File: src/rtl/ssr_pkg.sv
package ssr_pkg;
  typedef enum logic {
    ROLE_MASTER = 1'b0,
    ROLE_SLAVE  = 1'b1
  } role_e;
endpackage

File: src/rtl/ssr_tap_sel.sv
module ssr_tap_sel #(
  parameter int WIDTH  = 33,
  parameter int TAP_M  = 13,
  parameter int TAP_S  = 20
) (
  input  logic [WIDTH-1:0] cur,
  input  ssr_pkg::role_e   role,
  output logic             fb
);
  localparam int NROLES = 2;

  function automatic logic [WIDTH-1:0] tap_mask(input int t);
    logic [WIDTH-1:0] m;
    m = '0;
    m[t-1] = 1'b1;
    m[WIDTH-1] = 1'b1;
    return m;
  endfunction

  logic [NROLES-1:0] fb_role;

  for (genvar g = 0; g < NROLES; g++) begin : g_role
    localparam int TAP = (g == 0) ? TAP_M : TAP_S;
    localparam logic [WIDTH-1:0] MASK = tap_mask(TAP);
    assign fb_role[g] = ^(cur & MASK);
  end

  assign fb = (role == ssr_pkg::ROLE_SLAVE) ? fb_role[1] : fb_role[0];
endmodule

File: src/rtl/ssr_seed_guard.sv
module ssr_seed_guard #(
  parameter int               WIDTH = 33,
  parameter logic [WIDTH-1:0] DEF   = 33'h1_2345_6789
) (
  input  logic [WIDTH-1:0] seed_in,
  output logic [WIDTH-1:0] seed_ok
);
  logic is_zero;
  assign is_zero = (seed_in == '0);
  assign seed_ok = is_zero ? DEF : seed_in;
endmodule

File: src/rtl/ssr_state_reg.sv
module ssr_state_reg #(
  parameter int               WIDTH = 33,
  parameter int               TAP_M = 13,
  parameter int               TAP_S = 20,
  parameter logic [WIDTH-1:0] DEF   = 33'h1_2345_6789
) (
  input  logic             clk,
  input  logic             rst,
  input  logic             en,
  input  logic             load,
  input  ssr_pkg::role_e   role_in,
  input  logic [WIDTH-1:0] seed_raw,
  input  logic [WIDTH-1:0] seed_ok,
  input  logic             fb,
  output logic [WIDTH-1:0] st,
  output ssr_pkg::role_e   role_q
);
  always_ff @(posedge clk) begin
    if (rst) begin
      st     <= DEF;
      role_q <= role_in;
    end else if (load) begin
      st     <= seed_ok;
      role_q <= role_in;
    end else if (en) begin
      st     <= {st[WIDTH-2:0], fb};
    end
  end

  assert_shift_R2: assert property (@(posedge clk) disable iff (rst)
    (en && !load) |=> st[WIDTH-1:1] == $past(st[WIDTH-2:0]));

  assert_fb_master_R2: assert property (@(posedge clk) disable iff (rst)
    (en && !load && role_q == ssr_pkg::ROLE_MASTER)
      |=> st[0] == ($past(st[WIDTH-1]) ^ $past(st[TAP_M-1])));

  assert_fb_slave_R3: assert property (@(posedge clk) disable iff (rst)
    (en && !load && role_q == ssr_pkg::ROLE_SLAVE)
      |=> st[0] == ($past(st[WIDTH-1]) ^ $past(st[TAP_S-1])));

  assert_load_R4: assert property (@(posedge clk) disable iff (rst)
    (load && seed_raw != '0) |=> st == $past(seed_raw));

  assert_zero_seed_R5: assert property (@(posedge clk) disable iff (rst)
    (load && seed_raw == '0) |=> st == DEF);

  assert_hold_R6: assert property (@(posedge clk) disable iff (rst)
    (!en && !load) |=> $stable(st));

  assert_role_lock_R7: assert property (@(posedge clk) disable iff (rst)
    !load |=> $stable(role_q));

  assert_nonzero_R8: assert property (@(posedge clk) disable iff (rst)
    st != '0);
endmodule

File: src/rtl/ssr_dual_lfsr.sv
module ssr_dual_lfsr #(
  parameter int               WIDTH = 33,
  parameter int               TAP_M = 13,
  parameter int               TAP_S = 20,
  parameter logic [WIDTH-1:0] DEF   = 33'h1_2345_6789
) (
  input  logic             clk,
  input  logic             rst,
  input  logic             en,
  input  logic             load,
  input  logic             role_sel,
  input  logic [WIDTH-1:0] seed,
  output logic [WIDTH-1:0] state
);
  ssr_pkg::role_e   role_in;
  ssr_pkg::role_e   role_q;
  logic [WIDTH-1:0] seed_ok;
  logic [WIDTH-1:0] st;
  logic             fb;

  assign role_in = ssr_pkg::role_e'(role_sel);

  ssr_seed_guard #(.WIDTH(WIDTH), .DEF(DEF)) u_guard (
    .seed_in (seed),
    .seed_ok (seed_ok)
  );

  ssr_tap_sel #(.WIDTH(WIDTH), .TAP_M(TAP_M), .TAP_S(TAP_S)) u_taps (
    .cur  (st),
    .role (role_q),
    .fb   (fb)
  );

  ssr_state_reg #(.WIDTH(WIDTH), .TAP_M(TAP_M), .TAP_S(TAP_S), .DEF(DEF)) u_reg (
    .clk      (clk),
    .rst      (rst),
    .en       (en),
    .load     (load),
    .role_in  (role_in),
    .seed_raw (seed),
    .seed_ok  (seed_ok),
    .fb       (fb),
    .st       (st),
    .role_q   (role_q)
  );

  assign state = st;
endmodule

File: config.mk
export PLATFORM = sky130hd
export DESIGN_NAME = ssr_dual_lfsr
export DESIGN_NICKNAME = d
export VERILOG_FILES = /design/src/rtl/ssr_pkg.sv /design/src/rtl/ssr_tap_sel.sv /design/src/rtl/ssr_seed_guard.sv /design/src/rtl/ssr_state_reg.sv /design/src/rtl/ssr_dual_lfsr.sv
export SDC_FILE = /design/constraint.sdc
export NUM_CORES = 1
export LEC_CHECK = 0
export BUFFER_PORTS_ARGS = -buffer_cell sky130_fd_sc_hd__buf_2
export CAP_MARGIN = 10
export CORE_MARGIN = 3
export CORE_UTILIZATION = 30
export CTS_CLUSTER_DIAMETER = 80
export CTS_CLUSTER_SIZE = 8
export DETAILED_ROUTE_END_ITERATION = 7
export PLACE_DENSITY_LB_ADDON = 0.05
export SLEW_MARGIN = 30
export SYNTH_ARGS = -nofsm -noshare
export SYNTH_HDL_FRONTEND = slang
export SYNTH_SLANG_ARGS = --single-unit
File: constraint.sdc
create_clock -name clk -period 1.8 [get_ports clk]
set_input_delay 0.45 -clock clk [delete_from_list [all_inputs] [get_ports clk]]
set_output_delay 0.45 -clock clk [all_outputs]
set_load 0.005 [all_outputs]
==> flow_summary.toml <==
[outcome]
status = "finished, final reports clean"

[synthesis]
synth_compound_area_frac = 0.173
yosysTopAreaCellShare = 0.416
synth_top_area_cell = "dfxtp_1"
syn_area_per_cell_um2 = 9.28
synth_top_family_by_area = "multiplexers"
ys_seq_elements = 34
synthAdderAreaFrac = 0
synth_seq_area_share = 0.435
synthTopCellsByArea = "dfxtp_1 (42%), mux2i_1 (20%), nor2_1 (9.0%)"
synthMuxAreaShare = 0.202
syn_inst = 171
synth_area_um2 = 1590
yosysWarnings = 0
syn_nets = 209
synth_xor_area_frac = 0.00552
synthSimpleGateAreaFrac = 0.142
synth.distinct_cells = 22

[clocking]
htreeDepth = 2
clk_pin_slew_ns = 0.07
cts_setup_buffers = 0
cts_buffers = 5
post_cts_resized = 0
cts_tree = "yes"
clock_latency_ns = 0.28
root_buffer = "clkbuf_8"
cts.sinks = 34
clockBufferDepth = 2
ctsHoldBuffers = 0

[power_and_ir_drop]
vdd_drop_max_v = 0.000379
p_per_area_nw_per_um2 = 833
p_leak_uw = 0.00111

[timing]
slew_headroom = 0.727
min_period_ns = 1.73
clock_skew_ns = 0.00687
finalMaxSlewViolations = 0
rsz0062_at_grt = "no"
tightest_slew_ns = 0.406
finalHoldViolations = 0
clock.fmax_ghz = 0.579
finalSetupViolCount = 0
period_share = 0.959

[global_route]
grt_max_degree = 36
antenna_found_initial = 0
track_usage = 0.151
grt_pass1_vias = 1519
grt_pass1_wl_mm = 7.20
globalRouteOverflowTotal = 0

[worst_setup_path]
crit_type = "primary input to flop"
cp_max_fo = 7
cp.arrival_ns = 1.94
start_kind = "primary input"
r2r-start = "u_reg.role_q"
cp.required_ns = 2.01
ff2ff_setup_slack_ns = 0.68
cp-end-kind = "flop"
rr_worst_depth = 4
r2r-end = "u_reg.st[0]"

[floorplan]
die_area_um2 = 6200
initial_core_util = 0.323
fp.dieH_um = 78.7
rows = 25
die_w_um = 78.7
num_io_pins = 71
core_um2 = 4910

[min_path]
hp-class = "primary input to flop"
hold_end = "u_reg.role_q"
holdPathStages = 1
hold_path_startpoint = "role_sel"

[placed_design]
place_area_um2 = 2140
portBuffers = 70
dp.cells = 318
dp_hpwl_mm = 3.50
globalplace.congestion = 0.744

[layout]
fin_cells = 326
fin_nets = 296
final_common_cell = "buf_2"
area.growth.synth_to_final_pct = 42.1
diodes = 0
final_cell_mix = "buf_2 (70), nor2_1 (38), dfxtp_1 (33)"
drive_gt1_frac = 0.390
final_cell_area_um2 = 2250

[route]
drc = 0
routed_via_density = 4.79
dr.pass1.iters = 4
routed_wl_mm = 4.65
first_iter_violations = 60
vias = 1562
drtAntennaViolNets = 0
routedWlPerCell_um = 14.3

[run]
drv_cap = 0
-- power by group --
part,internal [uW],switching [uW],total (uW)
clock,414,268,682
sequential,812,39.7,852
combinational,182,163,345
total,1410,470,1880
-- how the worst max path moves through the flow --
stage	from	end	slack [ns]	cells after the start
final	seed[1]	u_reg.st[29]	0.07	6
after global routing	seed[23]	u_reg.st[29]	0.01	7
after CTS	seed[16]	u_reg.st[29]	0.03	7
after detailed placement	seed[16]	u_reg.st[29]	-0.25	7
after global placement	seed[16]	u_reg.st[8]	-0.20	7
after floorplan	seed[1]	u_reg.st[10]	0.18	5
-- worst max-delay path, cell delays in order --
cell	delay (ns)
buf_2	0.10
nor4_1	0.41
nand4_1	0.26
o311ai_4	0.33
buf_4	0.20
a2bb2oi_1	0.18
-- synthesized netlist by cell type --
library cell / n
edfxtp_1: 1
buf_1: 1
nand4_1: 2
nor4_1: 8
inv_1: 3
dfxtp_1: 33
a31oi_1: 1
buf_2: 3
a2bb2oi_1: 13
a21oi_1: 18
o21ai_0: 1
clkbuf_1: 7
o311ai_4: 1
xnor2_1: 1
mux2i_1: 32
buf_6: 1
or3_2: 1
a211oi_1: 2
nor2_1: 38
o21bai_1: 1
o211a_1: 1
nor2b_1: 2
-- cells by family (layout without fill, tap and decap cells) --
family | count (synthesis) | in the layout
xor+xnor | 1 | 1
mux | 32 | 32
buf+inv | 15 | 103
compound gates | 38 | 38
flops | 34 | 34
simple gates | 51 | 51
-- through the flow --
stage / setup TNS [ns] / setup WS (ns) / power (uW) / util / hold WS [ns]
final: 0 / 0.0735 / 1880 / 0.459 / 0.363
after global routing: 0 / 0.0120 / 1990 / 0.459 / 0.344
after CTS: 0 / 0.0322 / 1910 / 0.458 / 0.353
after detailed placement: -3.13 / -0.251 / 1220 / 0.436 / 0.544
after global placement: -2.64 / -0.195 / 1210 / 0.436 / 0.541
after floorplan: 0 / 0.182 / 1040 / - / 0.544
-- cell type report --
| class | count | area, um^2 |
|---|---|---|
| repair buffers | 92 | 528 |
| inverters | 3 | 11.3 |
| flip-flops and latches | 34 | 691 |
| clock buffers | 7 | 76.3 |
| well taps | 67 | 83.8 |
| clock inverters | 1 | 30.0 |
| fillers | 499 | 2660 |
| multi-input cells | 122 | 835 |
-- registers in the layout, indices dropped and copies added, names as in the netlist --
register,cells
u_reg.st,33
u_reg.role_q,1
-- layer usage --
metal  share of wire  up-vias  GRT usage  wire length, um
li1                -      797          -                -
met1            0.44      703      0.183             2070
met2            0.45       54      0.240             2110
met3           0.082        8     0.0488              380
met4           0.019        0     0.0752               87
met5               0        -          0                0
Note: power is estimated with default switching activity, not from simulation.
